`src/rtl/spr_rel_pkg.sv`:
```
package spr_rel_pkg;
  localparam int BYTE_W  = 8;
  localparam int COORD_W = 9;
  localparam int SCL_W   = 2;
  localparam int PAT_W   = 6;
  localparam int PAL_W   = 4;
  localparam int XF_W    = 3;

  typedef logic [BYTE_W-1:0]  byte_t;
  typedef logic [COORD_W-1:0] coord_t;

  // Decoded record
  typedef struct packed {
    logic             is_rel;
    logic             h;
    logic             n6;
    logic             rel_half;
    logic [SCL_W-1:0] xs;
    logic [SCL_W-1:0] ys;
    coord_t           x;
    coord_t           y;
    logic             vis;
    logic [PAT_W-1:0] pat;
    logic [PAL_W-1:0] pal;
    logic [XF_W-1:0]  xf;
  } fields_t;

  // Stored anchor state
  typedef struct packed {
    coord_t x;
    coord_t y;
    logic   vis;
    logic   h;
  } anchor_t;

  // Resolved draw parameters
  typedef struct packed {
    coord_t           x;
    coord_t           y;
    logic             vis;
    logic             four;
    logic             half;
    logic [SCL_W-1:0] xs;
    logic [SCL_W-1:0] ys;
    logic             rel;
    logic [PAT_W-1:0] pat;
    logic [PAL_W-1:0] pal;
    logic [XF_W-1:0]  xf;
  } res_t;

  // Modular coordinate sum: carry out of the top bit is discarded
  function automatic coord_t coord_wrap_add(input coord_t a, input coord_t b);
    logic [COORD_W:0] s;
    s = {1'b0, a} + {1'b0, b};
    return s[COORD_W-1:0];
  endfunction

  // Fifth byte as seen by the decoder
  function automatic byte_t ext_byte(input logic present, input byte_t raw);
    return present ? raw : '0;
  endfunction
endpackage

```
`src/rtl/spr_field_decode.sv`:
```
module spr_field_decode
  import spr_rel_pkg::*;
(
  input  byte_t   b0,
  input  byte_t   b1,
  input  byte_t   b2,
  input  byte_t   b3,
  input  byte_t   b4,
  output fields_t fld
);
  byte_t e;

  always_comb begin
    e            = ext_byte(b3[6], b4);
    fld.h        = e[7];
    fld.n6       = e[6];
    fld.is_rel   = ~e[7] & e[6];
    fld.rel_half = e[5];
    fld.xs       = e[4:3];
    fld.ys       = e[2:1];
    fld.x        = {b2[0], b0};
    fld.y        = {e[0], b1};
    fld.vis      = b3[7];
    fld.pat      = b3[5:0];
    fld.pal      = b2[7:4];
    fld.xf       = b2[3:1];
  end
endmodule

```
`src/rtl/spr_anchor_store.sv`:
```
module spr_anchor_store
  import spr_rel_pkg::*;
(
  input  logic    clk,
  input  logic    rst_n,
  input  logic    frame_start,
  input  logic    load,
  input  fields_t fld,
  output anchor_t anc_q,
  output anchor_t anc_eff
);
  anchor_t anc_d;

  always_comb begin
    anc_eff = frame_start ? '0 : anc_q;
    anc_d   = anc_eff;
    if (load) begin
      anc_d.x   = fld.x;
      anc_d.y   = fld.y;
      anc_d.vis = fld.vis;
      anc_d.h   = fld.h;
    end
  end

  always_ff @(posedge clk or negedge rst_n) begin
    if (!rst_n) anc_q <= '0;
    else        anc_q <= anc_d;
  end
endmodule

```
`src/rtl/spr_param_resolve.sv`:
```
module spr_param_resolve
  import spr_rel_pkg::*;
(
  input  fields_t fld,
  input  anchor_t anc,
  output res_t    res
);
  always_comb begin
    res.xs  = fld.xs;
    res.ys  = fld.ys;
    res.pat = fld.pat;
    res.pal = fld.pal;
    res.xf  = fld.xf;
    res.rel = fld.is_rel;
    if (fld.is_rel) begin
      res.x    = coord_wrap_add(anc.x, fld.x);
      res.y    = coord_wrap_add(anc.y, fld.y);
      res.vis  = anc.vis & fld.vis;
      res.four = anc.h;
      res.half = anc.h & fld.rel_half;
    end else begin
      res.x    = fld.x;
      res.y    = fld.y;
      res.vis  = fld.vis;
      res.four = fld.h;
      res.half = fld.h & fld.n6;
    end
  end
endmodule

```
`src/rtl/spr_rel_resolver.sv`:
```
module spr_rel_resolver
  import spr_rel_pkg::*;
(
  input  logic       clk,
  input  logic       rst_n,
  input  logic       frame_start,
  input  logic       in_valid,
  output logic       in_ready,
  input  logic [7:0] in_b0,
  input  logic [7:0] in_b1,
  input  logic [7:0] in_b2,
  input  logic [7:0] in_b3,
  input  logic [7:0] in_b4,
  output logic       out_valid,
  input  logic       out_ready,
  output logic [8:0] out_x,
  output logic [8:0] out_y,
  output logic       out_vis,
  output logic       out_four,
  output logic       out_half,
  output logic [1:0] out_xscale,
  output logic [1:0] out_yscale,
  output logic       out_rel,
  output logic [5:0] out_pattern,
  output logic [3:0] out_pal,
  output logic [2:0] out_xform
);
  fields_t fld;
  anchor_t anc_q;
  anchor_t anc_eff;
  res_t    res;
  res_t    res_q;

  // Named events for the checker
  logic acc;
  logic anc_load;
  logic fld_rel;
  logic fld_h;

  assign in_ready = ~out_valid | out_ready;
  assign acc      = in_valid & in_ready;
  assign fld_rel  = fld.is_rel;
  assign fld_h    = fld.h;
  assign anc_load = acc & ~fld.is_rel;

  spr_field_decode u_dec (
    .b0(in_b0), .b1(in_b1), .b2(in_b2), .b3(in_b3), .b4(in_b4), .fld(fld)
  );

  spr_anchor_store u_anc (
    .clk(clk), .rst_n(rst_n), .frame_start(frame_start),
    .load(anc_load), .fld(fld), .anc_q(anc_q), .anc_eff(anc_eff)
  );

  spr_param_resolve u_res (
    .fld(fld), .anc(anc_eff), .res(res)
  );

  always_ff @(posedge clk or negedge rst_n) begin
    if (!rst_n) begin
      out_valid <= 1'b0;
      res_q     <= '0;
    end else begin
      if (acc) begin
        out_valid <= 1'b1;
        res_q     <= res;
      end else if (out_ready) begin
        out_valid <= 1'b0;
      end
    end
  end

  assign out_x       = res_q.x;
  assign out_y       = res_q.y;
  assign out_vis     = res_q.vis;
  assign out_four    = res_q.four;
  assign out_half    = res_q.half;
  assign out_xscale  = res_q.xs;
  assign out_yscale  = res_q.ys;
  assign out_rel     = res_q.rel;
  assign out_pattern = res_q.pat;
  assign out_pal     = res_q.pal;
  assign out_xform   = res_q.xf;
endmodule

```
`config.mk`:
```
export PLATFORM = sky130hd
export DESIGN_NAME = spr_rel_resolver
export DESIGN_NICKNAME = d
export VERILOG_FILES = /design/src/rtl/spr_rel_pkg.sv /design/src/rtl/spr_field_decode.sv /design/src/rtl/spr_anchor_store.sv /design/src/rtl/spr_param_resolve.sv /design/src/rtl/spr_rel_resolver.sv
export SDC_FILE = /design/constraint.sdc
export NUM_CORES = 1
export LEC_CHECK = 0
export BUFFER_PORTS_ARGS = -buffer_cell sky130_fd_sc_hd__buf_2
export CORE_UTILIZATION = 45
export DETAILED_ROUTE_END_ITERATION = 10
export GPL_ROUTABILITY_DRIVEN = 0
export MAX_ROUTING_LAYER = met4
export PLACE_DENSITY_LB_ADDON = 0.15
export SETUP_SLACK_MARGIN = 0.02
export SLEW_MARGIN = 10
export SYNTH_ARGS = -nofsm -noshare
export SYNTH_HDL_FRONTEND = slang
export SYNTH_HIERARCHICAL = 1
export SYNTH_SLANG_ARGS = --single-unit
```
`constraint.sdc`:
```
create_clock -name clk -period 3 [get_ports clk]
set_clock_uncertainty 0.2 [all_clocks]
set_input_delay 0 -clock clk [delete_from_list [all_inputs] [get_ports clk]]
set_output_delay 0 -clock clk [all_outputs]
set_load 0.005 [all_outputs]
```
# After elaboration in Yosys (flattened, before gate mapping)
# Cells that the tools add are included.
dict set report totals {
  ff_bits 60
  input_bits 45
  out_inout_bits 41
  wordCells 35
}
dict set report classes {
  n_addsub 2
  muxes 6
  bitwise_logic 10
  n_reduce_logical 1
}
# op n
set ops {}
lappend ops {{$mux 20} 2}
lappend ops {{$mux 21} 1}
lappend ops {{$add 9x9->9} 2}
lappend ops {{$mux 8} 1}
lappend ops {{$and 1x1->1} 6}
lappend ops {{$not 1->1} 3}
lappend ops {{$mux 1} 2}
lappend ops {{$reduce_bool 2->1} 1}
lappend ops {{$or 1x1->1} 1}

# Depth between registers and ports, before layout
dict set report logic_depth {
  depth_word 6
  depth_mapped 11
  ltp_nobuf 10
}

# Modules after synthesis
# The synthesis kept the hierarchy.
# mod instances cells_per_inst area_per_inst_um2 seq_area_each_um2
set modules_own_cells {}
lappend modules_own_cells {spr_rel_resolver 1 87 1666.6 1001.0}
lappend modules_own_cells {spr_param_resolve 1 152 1149.9 0.0}
lappend modules_own_cells {spr_anchor_store 1 64 933.4 500.5}
lappend modules_own_cells {spr_field_decode 1 40 301.5 0.0}

# Worst setup path before layout
# OpenSTA, ideal clock, no wires.
dict set report synth_path {
  path_kind {reg2reg}
  start {register u_anc/anc_q[2] (netlist name)}
  end {register res_q, in the netlist out_y[6]}
  setup_ns 0.125
  t_arrival_ns 2.194
  required_time_ns 2.675
  slack_ns 0.481
  stages_incl_launch_ff 10
  n_path_buf 0
  synth_period_minus_slack_ns 2.519
  cell_sequence {dfrtp_1 nor2b_2 ha_1 fa_1 a211oi_2 o21bai_1 a21oi_1 xnor2_1 mux2_2 mux2_4}
}
# element line_no
set synth_lines {}
lappend synth_lines {{end signal: assignment} spr_rel_resolver.sv:66} ;# res_q <= res;
lappend synth_lines {{end: declaration} spr_rel_resolver.sv:32} ;# res_t res_q;

==> results.sh <==
export IMPL_status="finished with violations"
export IMPL_violations="negative hold slack"
export IMPL_synth_top_area_cell="dfrtp_1"
export IMPL_dpl_cell_area_um2=4200
export IMPL_track_usage_pct=18.4
export IMPL_tightest_slew_ns=0.594
export IMPL_rsz0062_at_grt="false"
export IMPL_die_h_um=96.9
export IMPL_crit_path_top_delay_cell="fa_1"
export IMPL_dpl_hpwl_mm=5.31
export IMPL_synth_async_reset_ratio_pct=100
export IMPL_clkTransAtPathRegs_ns=0.07
export IMPL_synth_top_area_share_pct=37.1
export IMPL_grt_antenna_before_repair=0
export IMPL_cts_made_buffers=9
export IMPL_critPathKind="flip-flop to flip-flop"
export IMPL_vias=2723
export IMPL_io_buffers=85
export IMPL_via_per_inst=5.00
export IMPL_holdWs_ns=-0.00361
export IMPL_syn_num_nets=406
export IMPL_period_minus_slack_ns=2.71
export IMPL_first_pass_iters=5
export IMPL_grt_first_pass_wirelength_mm=13.5
export IMPL_fmax_ghz=0.369
export IMPL_area_delta_synth_final_pct=21.3
export IMPL_cts_resized=0
export IMPL_fin_tns_setup_ns=0
export IMPL_critPathTopFamily="compound AO/OA/AOI/OAI gates"
export IMPL_fin_nets=495
export IMPL_die_area_um2=9390
export IMPL_clkLatencyLatePin_ns=0.34
export IMPL_clock_sinks=60
export IMPL_setup_ws_ns=0.287
export IMPL_postRouteAntennaNets=0
export IMPL_cts_root_buf="clkbuf_8"
export IMPL_path_max_fanout=3
export IMPL_synth_warnings=6
export IMPL_htree_levels=3
export IMPL_totalWireLength_mm=7.86
export IMPL_fin_util_pct=56.3
export IMPL_p_per_area_nw_per_um2=496
export IMPL_synth_flop_cell="dfrtp_1"
export IMPL_critPathCaptureType="flip-flop"
export IMPL_avgSynthCellArea_um2=11.8
export IMPL_fp_dieW_um=96.9
export IMPL_slew_viol_final=0
export IMPL_yosys_top_cells_area="dfrtp_1 (37%), mux2_4 (15%), buf_4 (9.1%), mux2_2 (8.1%), ha_1 (4.9%)"
export IMPL_ys_ff_latch=60
export IMPL_io_pins=86
export IMPL_cts_tree="yes"
export IMPL_grt_util_met1_pct=22.0
export IMPL_synth_distinct_cells=48
export IMPL_holdBufCountCts=47
export IMPL_hold_violations=3
export IMPL_start_util_pct=46.5
export IMPL_grt_pass1_vias=2841
export IMPL_vdd_ir_drop_max_uv=223
export IMPL_synth_edf_count=0
export IMPL_layout_cells_non_filler=545
export IMPL_cp_cell_sequence="nor2b_2, ha_1, fa_1, a211oi_2, o21ai_1, a31oi_1, xor2_1, o32ai_1, mux2_4"
export IMPL_p_leak_uw=0.00236
export IMPL_critPathArrivalTime_ns=2.73
export IMPL_dp_slack_ns=0.329
export IMPL_core_um2=8720
export IMPL_startpoint_type="flip-flop"
export IMPL_hp_class="primary input to async pin"
export IMPL_diodes=0
export IMPL_grtUsageMet2_pct=30.6
export IMPL_setup_viol=0
export IMPL_cp_required_ns=3.01
export IMPL_cts_setup_buffers=0
export IMPL_drc_errors=0
export IMPL_cp_num_buf_inv=0
export IMPL_slowest_delay_ns=0.44
export IMPL_grt_busiest_layer="met2"
export IMPL_syn_area_um2=4050
export IMPL_dp_cells=482
export IMPL_overflow=0
export IMPL_synth_cells=343
export IMPL_wl_per_cell_um=14.4
export IMPL_final_common_cell="buf_2"
export IMPL_drive_gt1_share_pct=48.5
export IMPL_drv_cap=0
export IMPL_yosysSeqAreaShare_pct=37.1
export IMPL_clockBufferDepth=2
export IMPL_row_count=34
export IMPL_final_cell_mix="buf_2 (85), dfrtp_1 (60), dlygate4sd3_1 (47), mux2_4 (40), mux2_2 (29)"
export IMPL_period_share_pct=90.4
export IMPL_grt_max_degree=37
export IMPL_met3_usage_pct=3.11
export IMPL_slew_headroom_pct=60.4
export IMPL_drt_initial_drc_count=46
export IMPL_stdcell_area_um2=4910
final timing paths:
| kind | depth (start not counted) | slack (ns) | start | endpoint |
|---|---|---|---|---|
| hold reg to reg | 1 | 0.30 | out_rel | out_rel |
| hold / removal | 2 | -0.004 | rst_n | out_x[3] |
| min in group clk | 5 | 0.04 | in_b4[6] | out_half |
| max in group asynchronous | 3 | 1.70 | rst_n | u_anc/anc_q[17] |
| setup / recovery | 9 | 0.29 | u_anc/anc_q[2] | out_y[8] |
| setup reg to reg | 9 | 0.29 | u_anc/anc_q[2] | out_y[8] |
layout make-up:
class	count	area (um^2)
Fill cell	745	3810
Multi-Input combinational cell	217	2070
Sequential cell	60	1500
Timing Repair Buffer	138	941
Tap cell	108	135
Clock buffer	10	128
Clock inverter	6	113
Inverter	6	22.5
per-layer routing:
metal	share of wire, %	vias to the layer above
met3	2.5	10
met5	0	-
li1	-	1332
met1	46	1333
met2	50	48
met4	1.8	0
metrics by stage:
| stage | total power (uW) | hold slack, ns |
|---|---|---|
| 2_1_floorplan | 1390 | -0.496 |
| 3_3_place_gp | 1510 | -0.158 |
| 3_5_place_dp | 1520 | -0.156 |
| 4_1_cts | 2480 | 0.00848 |
| 5_1_grt | 2570 | 0.0555 |
| 6_report | 2440 | -0.00361 |
synthesized netlist by cell type (all sizes together) (2+ instances only):
cell	count
a211oi	4
a21oi	6
a31oi	3
and2	8
buf	57
clkbuf	3
dfrtp	60
fa	2
ha	16
inv	6
mux2	69
mux2i	2
nand2	14
nand2b	3
nor2	8
nor2b	25
nor3	11
o211ai	6
o21a	4
o21ai	8
o21bai	2
o2bb2ai	3
o31ai	2
or3	2
xnor2	7
registers in the layout (all words and copies together) (netlist names):
register,cells
out_yscale,2
out_xform,3
out_pal,4
out_valid,1
out_y,9
out_x,9
out_four,1
out_rel,1
out_pattern,6
u_anc/anc_q,20
out_vis,1
out_half,1
out_xscale,2
cell families (layout without fill, tap and decap cells):
kind of cell / after synthesis / count (layout) / share of synthesized area (%)
AO/OA/AOI/OAI: 44 / 44 / 7.88
multiplexers: 71 / 71 / 23.4
AND/OR/NAND/NOR: 76 / 76 / 12.2
flip-flops: 60 / 60 / 37.1
XOR/XNOR: 8 / 8 / 1.73
buffers and inverters: 66 / 160 / 11.8
adder cells (fa/ha/maj): 18 / 18 / 5.93
report_power, final:
group          internal [uW]  switching, uW
clock network            553            329
registers                913           47.5
logic                    353            239
total                   1820            616
Power figures use the tool's default switching activity.
